--- config.mk ---
export PLATFORM = sky130hd
export DESIGN_NAME = xline_ctl
export DESIGN_NICKNAME = d
export VERILOG_FILES = /design/src/rtl/xline_pkg.sv /design/src/rtl/xline_edge_det.sv /design/src/rtl/xline_cfg.sv /design/src/rtl/xline_pend.sv /design/src/rtl/xline_ctl.sv
export SDC_FILE = /design/constraint.sdc
export NUM_CORES = 1
export LEC_CHECK = 0
export ABC_AREA = 1
export BUFFER_PORTS_ARGS = -buffer_cell sky130_fd_sc_hd__buf_2
export CAP_MARGIN = 20
export CORE_ASPECT_RATIO = 0.6
export CORE_MARGIN = 3
export CORE_UTILIZATION = 40
export DETAILED_ROUTE_END_ITERATION = 8
export GPL_ROUTABILITY_DRIVEN = 0
export GPL_TIMING_DRIVEN = 0
export SETUP_SLACK_MARGIN = 0.05
export SLEW_MARGIN = 20
export SYNTH_ARGS = -nofsm -noshare
export SYNTH_HDL_FRONTEND = slang
export SYNTH_SLANG_ARGS = --single-unit
--- constraint.sdc ---
create_clock -name clk -period 1.4 [get_ports clk]
set_input_delay 0.28 -clock clk [delete_from_list [all_inputs] [get_ports clk]]
set_output_delay 0.28 -clock clk [all_outputs]
set_load 0.05 [all_outputs]
--- src/rtl/xline_pkg.sv ---
package xline_pkg;

    localparam int ADDR_W   = 5;
    localparam int IDX_W    = 3;
    localparam int NUM_REGS = 6;
    localparam int NUM_CFG  = 4;

    // Word index taken from address bits 4:2
    typedef enum logic [IDX_W-1:0] {
        REG_IMASK  = 3'd0,
        REG_EMASK  = 3'd1,
        REG_RISE   = 3'd2,
        REG_FALL   = 3'd3,
        REG_SWTRIG = 3'd4,
        REG_PEND   = 3'd5
    } reg_idx_t;

    // Level tracker states used for edge detection
    typedef enum logic {
        LVL_LOW  = 1'b0,
        LVL_HIGH = 1'b1
    } lvl_state_t;

endpackage

--- src/rtl/xline_edge_det.sv ---
module xline_edge_det
    import xline_pkg::*;
#(
    parameter int SYNC_STAGES = 2
) (
    input  logic clk,
    input  logic rst_n,
    input  logic din,
    output logic rise,
    output logic fall
);

    logic [SYNC_STAGES-1:0] sync_q;
    logic                   synced;
    lvl_state_t             state_q;
    lvl_state_t             state_d;

    always_ff @(posedge clk or negedge rst_n) begin
        if (!rst_n) begin
            sync_q <= '0;
        end else begin
            sync_q <= {sync_q[SYNC_STAGES-2:0], din};
        end
    end

    assign synced = sync_q[SYNC_STAGES-1];

    // State register
    always_ff @(posedge clk or negedge rst_n) begin
        if (!rst_n) begin
            state_q <= LVL_LOW;
        end else begin
            state_q <= state_d;
        end
    end

    // Next state and edge flags
    always_comb begin
        state_d = state_q;
        rise    = 1'b0;
        fall    = 1'b0;
        unique case (state_q)
            LVL_LOW: begin
                if (synced) begin
                    state_d = LVL_HIGH;
                    rise    = 1'b1;
                end
            end
            LVL_HIGH: begin
                if (!synced) begin
                    state_d = LVL_LOW;
                    fall    = 1'b1;
                end
            end
            default: state_d = LVL_LOW;
        endcase
    end

    AST_RISE_NOT_REPEATED: assert property (@(posedge clk) disable iff (!rst_n)
        rise |=> !rise);

    AST_FALL_NOT_REPEATED: assert property (@(posedge clk) disable iff (!rst_n)
        fall |=> !fall);

endmodule

--- src/rtl/xline_cfg.sv ---
module xline_cfg
    import xline_pkg::*;
#(
    parameter int N_LINES = 23
) (
    input  logic               clk,
    input  logic               rst_n,
    input  logic [NUM_CFG-1:0] cfg_wr,
    input  logic [N_LINES-1:0] wdata,
    output logic [N_LINES-1:0] imask,
    output logic [N_LINES-1:0] emask,
    output logic [N_LINES-1:0] rise_sel,
    output logic [N_LINES-1:0] fall_sel,
    output logic [N_LINES-1:0] sense_clr
);

    logic [N_LINES-1:0] cfg_q [NUM_CFG];

    for (genvar k = 0; k < NUM_CFG; k++) begin : g_cfg
        always_ff @(posedge clk or negedge rst_n) begin
            if (!rst_n) begin
                cfg_q[k] <= '0;
            end else if (cfg_wr[k]) begin
                cfg_q[k] <= wdata;
            end
        end
    end

    assign imask    = cfg_q[REG_IMASK];
    assign emask    = cfg_q[REG_EMASK];
    assign rise_sel = cfg_q[REG_RISE];
    assign fall_sel = cfg_q[REG_FALL];

    // Lines whose edge selection is being altered by this write
    assign sense_clr = (cfg_wr[REG_RISE] ? (wdata ^ cfg_q[REG_RISE]) : '0)
                     | (cfg_wr[REG_FALL] ? (wdata ^ cfg_q[REG_FALL]) : '0);

    AST_SELECT_LOADS: assert property (@(posedge clk) disable iff (!rst_n)
        cfg_wr[REG_RISE] |=> (rise_sel == $past(wdata)));

endmodule

--- src/rtl/xline_pend.sv ---
module xline_pend #(
    parameter int N_LINES = 23
) (
    input  logic               clk,
    input  logic               rst_n,
    input  logic [N_LINES-1:0] hw_trig,
    input  logic               sw_wr,
    input  logic               w1c_wr,
    input  logic [N_LINES-1:0] wdata,
    input  logic [N_LINES-1:0] sense_clr,
    input  logic [N_LINES-1:0] emask,
    output logic [N_LINES-1:0] pend_q,
    output logic [N_LINES-1:0] sw_q,
    output logic [N_LINES-1:0] evt_q
);

    logic [N_LINES-1:0] sw_set;
    logic [N_LINES-1:0] w1c;
    logic [N_LINES-1:0] trig;
    logic [N_LINES-1:0] pend_d;
    logic [N_LINES-1:0] sw_d;

    always_comb begin
        sw_set = sw_wr  ? (wdata & ~sw_q) : '0;
        w1c    = w1c_wr ? wdata : '0;
        trig   = hw_trig | sw_set;
        // a trigger outranks both kinds of clear
        pend_d = trig | (pend_q & ~w1c & ~sense_clr);
        sw_d   = sw_set | (sw_q & ~w1c);
    end

    always_ff @(posedge clk or negedge rst_n) begin
        if (!rst_n) begin
            pend_q <= '0;
            sw_q   <= '0;
            evt_q  <= '0;
        end else begin
            pend_q <= pend_d;
            sw_q   <= sw_d;
            evt_q  <= trig & emask;
        end
    end

    AST_TRIG_SETS_PEND: assert property (@(posedge clk) disable iff (!rst_n)
        (hw_trig != '0) |=> ((pend_q & $past(hw_trig)) == $past(hw_trig)));

    AST_W1C_CLEARS: assert property (@(posedge clk) disable iff (!rst_n)
        (w1c_wr && ((wdata & ~hw_trig) != '0)) |=>
            ((pend_q & $past(wdata & ~hw_trig)) == '0));

    AST_SENSE_CLEARS: assert property (@(posedge clk) disable iff (!rst_n)
        ((sense_clr & ~hw_trig) != '0) |=> ((pend_q & $past(sense_clr & ~hw_trig)) == '0));

    AST_SW_STICKY: assert property (@(posedge clk) disable iff (!rst_n)
        !w1c_wr |=> ((($past(sw_q)) & ~sw_q) == '0));

    AST_EVT_MASKED: assert property (@(posedge clk) disable iff (!rst_n)
        (evt_q & ~$past(emask)) == '0);

endmodule

--- src/rtl/xline_ctl.sv ---
module xline_ctl
    import xline_pkg::*;
#(
    parameter int N_LINES     = 23,
    parameter int DATA_W      = 32,
    parameter int SYNC_STAGES = 2
) (
    input  logic               clk,
    input  logic               rst_n,
    input  logic [N_LINES-1:0] line_in,
    input  logic               bus_wr,
    input  logic [ADDR_W-1:0]  bus_addr,
    input  logic [DATA_W-1:0]  bus_wdata,
    output logic [DATA_W-1:0]  bus_rdata,
    output logic               irq_out,
    output logic [N_LINES-1:0] evt_pulse
);

    localparam int PAD_W = DATA_W - N_LINES;

    logic                  aligned;
    logic [IDX_W-1:0]      widx;
    logic [NUM_REGS-1:0]   wr_strobe;
    logic [N_LINES-1:0]    wdata_l;
    logic [N_LINES-1:0]    imask, emask, rise_sel, fall_sel, sense_clr;
    logic [N_LINES-1:0]    rise_v, fall_v, hw_trig;
    logic [N_LINES-1:0]    pend_q, sw_q;
    logic [N_LINES-1:0]    rd_l;
    logic                  unused_hi;

    assign aligned   = (bus_addr[1:0] == 2'b00);
    assign widx      = bus_addr[ADDR_W-1:2];
    assign wdata_l   = bus_wdata[N_LINES-1:0];
    assign unused_hi = ^bus_wdata[DATA_W-1:N_LINES];

    for (genvar k = 0; k < NUM_REGS; k++) begin : g_dec
        assign wr_strobe[k] = bus_wr && aligned && (widx == IDX_W'(k));
    end

    xline_cfg #(.N_LINES(N_LINES)) u_cfg (
        .clk       (clk),
        .rst_n     (rst_n),
        .cfg_wr    (wr_strobe[NUM_CFG-1:0]),
        .wdata     (wdata_l),
        .imask     (imask),
        .emask     (emask),
        .rise_sel  (rise_sel),
        .fall_sel  (fall_sel),
        .sense_clr (sense_clr)
    );

    for (genvar g = 0; g < N_LINES; g++) begin : g_line
        xline_edge_det #(.SYNC_STAGES(SYNC_STAGES)) u_det (
            .clk   (clk),
            .rst_n (rst_n),
            .din   (line_in[g]),
            .rise  (rise_v[g]),
            .fall  (fall_v[g])
        );
    end

    assign hw_trig = (rise_v & rise_sel) | (fall_v & fall_sel);

    xline_pend #(.N_LINES(N_LINES)) u_pend (
        .clk       (clk),
        .rst_n     (rst_n),
        .hw_trig   (hw_trig),
        .sw_wr     (wr_strobe[REG_SWTRIG]),
        .w1c_wr    (wr_strobe[REG_PEND]),
        .wdata     (wdata_l),
        .sense_clr (sense_clr),
        .emask     (emask),
        .pend_q    (pend_q),
        .sw_q      (sw_q),
        .evt_q     (evt_pulse)
    );

    assign irq_out = |(pend_q & imask);

    always_comb begin
        rd_l = '0;
        if (aligned) begin
            unique case (widx)
                REG_IMASK:  rd_l = imask;
                REG_EMASK:  rd_l = emask;
                REG_RISE:   rd_l = rise_sel;
                REG_FALL:   rd_l = fall_sel;
                REG_SWTRIG: rd_l = sw_q;
                REG_PEND:   rd_l = pend_q;
                default:    rd_l = '0;
            endcase
        end
    end

    assign bus_rdata = {{PAD_W{1'b0}}, rd_l};

    AST_NO_SELECT_NO_SET: assert property (@(posedge clk) disable iff (!rst_n)
        (!bus_wr && ((rise_sel | fall_sel) == '0)) |=>
            ((pend_q & ~$past(pend_q)) == '0));

    AST_IRQ_NEEDS_PEND: assert property (@(posedge clk) disable iff (!rst_n)
        (pend_q == '0) |-> !irq_out);

endmodule

==> key figures <==
Die
  • Initial Utilization: between 40% and 50%
  • Rows: 45
  • CORE AREA: 25800 um^2
  • I/O pin cnt: 119
  • Die Wd: roughly 220 um
  • Die height: about 130 um
  • Full die area: a little under 30000 um^2

Power and ir drop
  • Total power: between 0.015 and 0.02 W
  • Clk network pwr share: 35.2%
  • Comb pwr share: 20.6%
  • PD cells: between 1000 and 1500 nW/um^2
  • Peak supply drop: between 0.0007 and 0.0008 V
  • Internal power: 0.0132 W
  • Switching pwr: approximately 0.0060 W
  • Leakage power: 6.98 nW
  • Flop pwr share: approximately 44%
  • Switching Share: about 31%

Clocking
  • Clock buffer depth: 3
  • CTS clock-pin slew for the worst setup and hold paths: around 0.060 ns
  • H-tree depth: 1
  • CTS tree: done
  • CTS Sinks: 230
  • Clock latency on the worst-skew pair: about 0.54 ns
  • Hold buffer count at cts: 23
  • CTS buffer count: 23
  • CTS root buf: clkbuf_16

Global routing
  • Vias in the first global route: roughly 9600
  • First-pass GRT wire length: about 57 mm
  • Grt peak-use layer: met1
  • Initial antenna violation count: 0
  • Met1 GRT Util: 40.7%
  • Largest net degree at the start of global routing: 99
  • Total GRT Usage: a little over a quarter
  • Met2 usage: 35.0%
  • Met3 Resource Use GR: about 7%
  • GRT Residual Overflow: 0

Critical path
  • Critical Path RT: ~1.1 ns
  • Critical path buffer and inverter count: 6
  • CP Data Arrival Time: around 1.7 ns
  • Crit path max-delay family: buffers and inverters
  • Worst-path cell chain: buf_8 > buf_12 > nor2_4 > buf_6 > buf_16 > buf_12 > nand3_4 > nand2_2 > nor2_2 > a21oi_4 > buf_6
  • Crit Reg-Reg Endpoint: u_pend.pend_q[14]
  • R2r setup slk: ~0.16 ns
  • Worst r2r src: u_cfg.rise_sel[14]
  • Startpoint types: input port
  • CP Max Fanout: 5
  • WS Path Type: input port to output port
  • Critical path's slowest cell: buf_6
  • Worst R2R Path Depth: 5
  • Critical path's largest stage delay: 0.18 ns
  • Critical Path End Type: output port

STA
  • Slew @ Worst Pin: 0.527 ns
  • Final worst-path cycle share: 141%
  • Final WS setup: -0.569 ns
  • Pins Over Slew Limit: 0
  • Worst hold slack: -0.336 ns
  • Final hold vios: 57
  • Endpoints failing setup: 24
  • Setup TNS: -11.39 ns
  • Peak Freq: ~0.51 GHz
  • RSZ-0062 raised after global routing: true
  • Clock skew: ~0.014 ns
  • Slew HR: about two thirds
  • Final Critical Period: 1.97 ns

Finish
  • Antenna diode count: 0
  • Area added between synthesis and finish: 36.1%
  • Multi-input combinational cell area: roughly 4900 um^2
  • Final net count: around 1600
  • Fillers: ~2300
  • Layout cells sized above 1: between 20% and 30%
  • Total area of sequential cells: 5770 um^2

Yosys
  • Leading area contributor after synthesis: dfrtp_1
  • Synth Area in Adders: 0%
  • Largest cells by area after synthesis: dfrtp_1 54%, nand2_1 15%, o21ai_1 3.7%, o21ai_0 3.5%, nand3_1 3.4%
  • Synth warnings: 0
  • Mux contribution to synthesized area: 0%
  • Synth unique cells: 26
  • Post-synthesis register bit count: 230
  • XOR/XNOR Fraction of Synth Area: approximately 1.9%
  • Syn avg cell area: 8.24 um^2
  • Netlist Area Pre-Place: 10700 um^2
  • Post-Synthesis Cells: ~1300
  • Register area share after synthesis: about 54%
  • Synth Area in Compound Gates: about a tenth
  • Combinational family with the most area after synthesis: simple AND/OR/NAND/NOR gates
  • Simple-Gate Fraction of Synth Area: 27.4%
  • Share of the synthesized area in the top cell type: 53.7%

Drt
  • Antenna-violating nets left: 0
  • WL/cell: 20.0 um
  • Vias: a little over 10000
  • Final wirelength: approximately 38 mm
  • DRC errors left: 0
  • DRT iter0 DRCs: 1096
  • Vias per cell: about 5.4
  • Drt pass-1 iters: 5

Flow run
  • Maxcap violations: 0

Placement
  • Pre-CTS WS: -1.00 ns
  • Port Buffer Count: slightly below 100
  • Final HPWL DP: 24.6 mm

Outcome
  • Outcome: complete, but fails checks
  • Failing checks: hold timing, setup timing

Hold path
  • Hold Path Class: input port to async pin
==> layout by cell type (no fill, tap or decap), types with 25 or more instances in the layout <==
cell type / instances
nor2_2: 25
buf_4: 75
inv_1: 91
nand2_1: 409
buf_2: 68
dfrtp_1: 221
o21ai_1: 89
nand3_2: 29
nand3_1: 38
buf_6: 51
o21ai_0: 61
nand4_1: 58
nor2_1: 54
==> metrics by stage <==
stage	area, um^2	util [%]	std cells
detailed placement	12100	46.9	1763
finish	14600	56.5	1896
CTS	14300	55.4	1889
global placement	12100	46.7	1761
global route	14600	56.5	1896
floorplan	11100	-	1310
==> power by group through the flow <==
stage,combinational (W),sequential [W],clock (W)
after floorplan,0.00206,0.00840,0
after global placement,0.00291,0.00860,0
after detailed placement,0.00299,0.00860,0
after CTS,0.00378,0.00840,0.00689
after global routing,0.00436,0.00858,0.00716
final,0.00396,0.00847,0.00677
==> synthesized netlist by cell type <==
| cell type | n |
|---|---|
| nor2_2 | 1 |
| nand3b_1 | 23 |
| nand3_4 | 1 |
| dfrtp_1 | 230 |
| inv_2 | 3 |
| inv_1 | 94 |
| nand4_1 | 58 |
| buf_1 | 4 |
| clkbuf_1 | 19 |
| nand2_1 | 426 |
| a21oi_1 | 53 |
| nor2_4 | 4 |
| buf_6 | 7 |
| nand2_4 | 1 |
| inv_4 | 1 |
| conb_1 | 1 |
| buf_2 | 17 |
| o21ai_1 | 80 |
| buf_4 | 22 |
| nand3_1 | 73 |
| xor2_1 | 23 |
| nor2_8 | 1 |
| nor2_1 | 81 |
| nand2_2 | 3 |
| nand3_2 | 2 |
| o21ai_0 | 74 |
==> logic make-up after synthesis <==
group,count (synthesis)
buffers and inverters,167
other,1
flip-flops,230
AND/OR/NAND/NOR,674
AO/OA/AOI/OAI,207
XOR/XNOR,23
==> worst max-delay path by stage <==
stage	startpoint	to	slack [ns]	cells after the start
after global placement	rst_n	g_line[15].u_det.sync_q[0]	-4.12	1
after global routing	u_pend.pend_q[8]	bus_rdata[8]	-0.61	6
after CTS	u_pend.pend_q[0]	irq_out	-0.54	5
after detailed placement	bus_addr[2]	bus_rdata[10]	-1.00	8
after floorplan	bus_addr[2]	bus_rdata[6]	-0.19	8
final	bus_addr[2]	bus_rdata[15]	-0.57	11
==> final cells by class <==
cell class | count | area share [%]
Sequential cell | 230 | 39.5
Multi-Input combinational cell | 913 | 33.5
Timing Repair Buffer | 193 | 12.1
Clock buffer | 34 | 4.57
Buffer | 68 | 3.79
Tap cell | 352 | 3.02
Inverter | 98 | 2.55
Clock inverter | 8 | 0.985
==> registers in the layout, summed over array words and instances (netlist names) <==
signal	count
g_line.u_det.state_q	23
g_line.u_det.sync_q	46
u_cfg.emask	23
u_cfg.fall_sel	23
u_cfg.imask	23
u_cfg.rise_sel	23
u_pend.evt_q	23
u_pend.pend_q	23
u_pend.sw_q	23
==> routing by layer <==
layer,vias to the layer above,wire [um]
met1,4922,17700
met2,496,15300
li1,4672,-
met5,-,0
met4,0,933
met3,80,3940
==> what timing repair did <==
action | CTS | global route
gates resized for setup | 177 | 74
pin swaps | 46 | 42
setup endpoints to repair | 59 | 114
endpoints found under the hold margin | 80 | 57
cloned | 5 | 0
setup buffers | 56 | 10
Power figures use the tool's default switching activity.
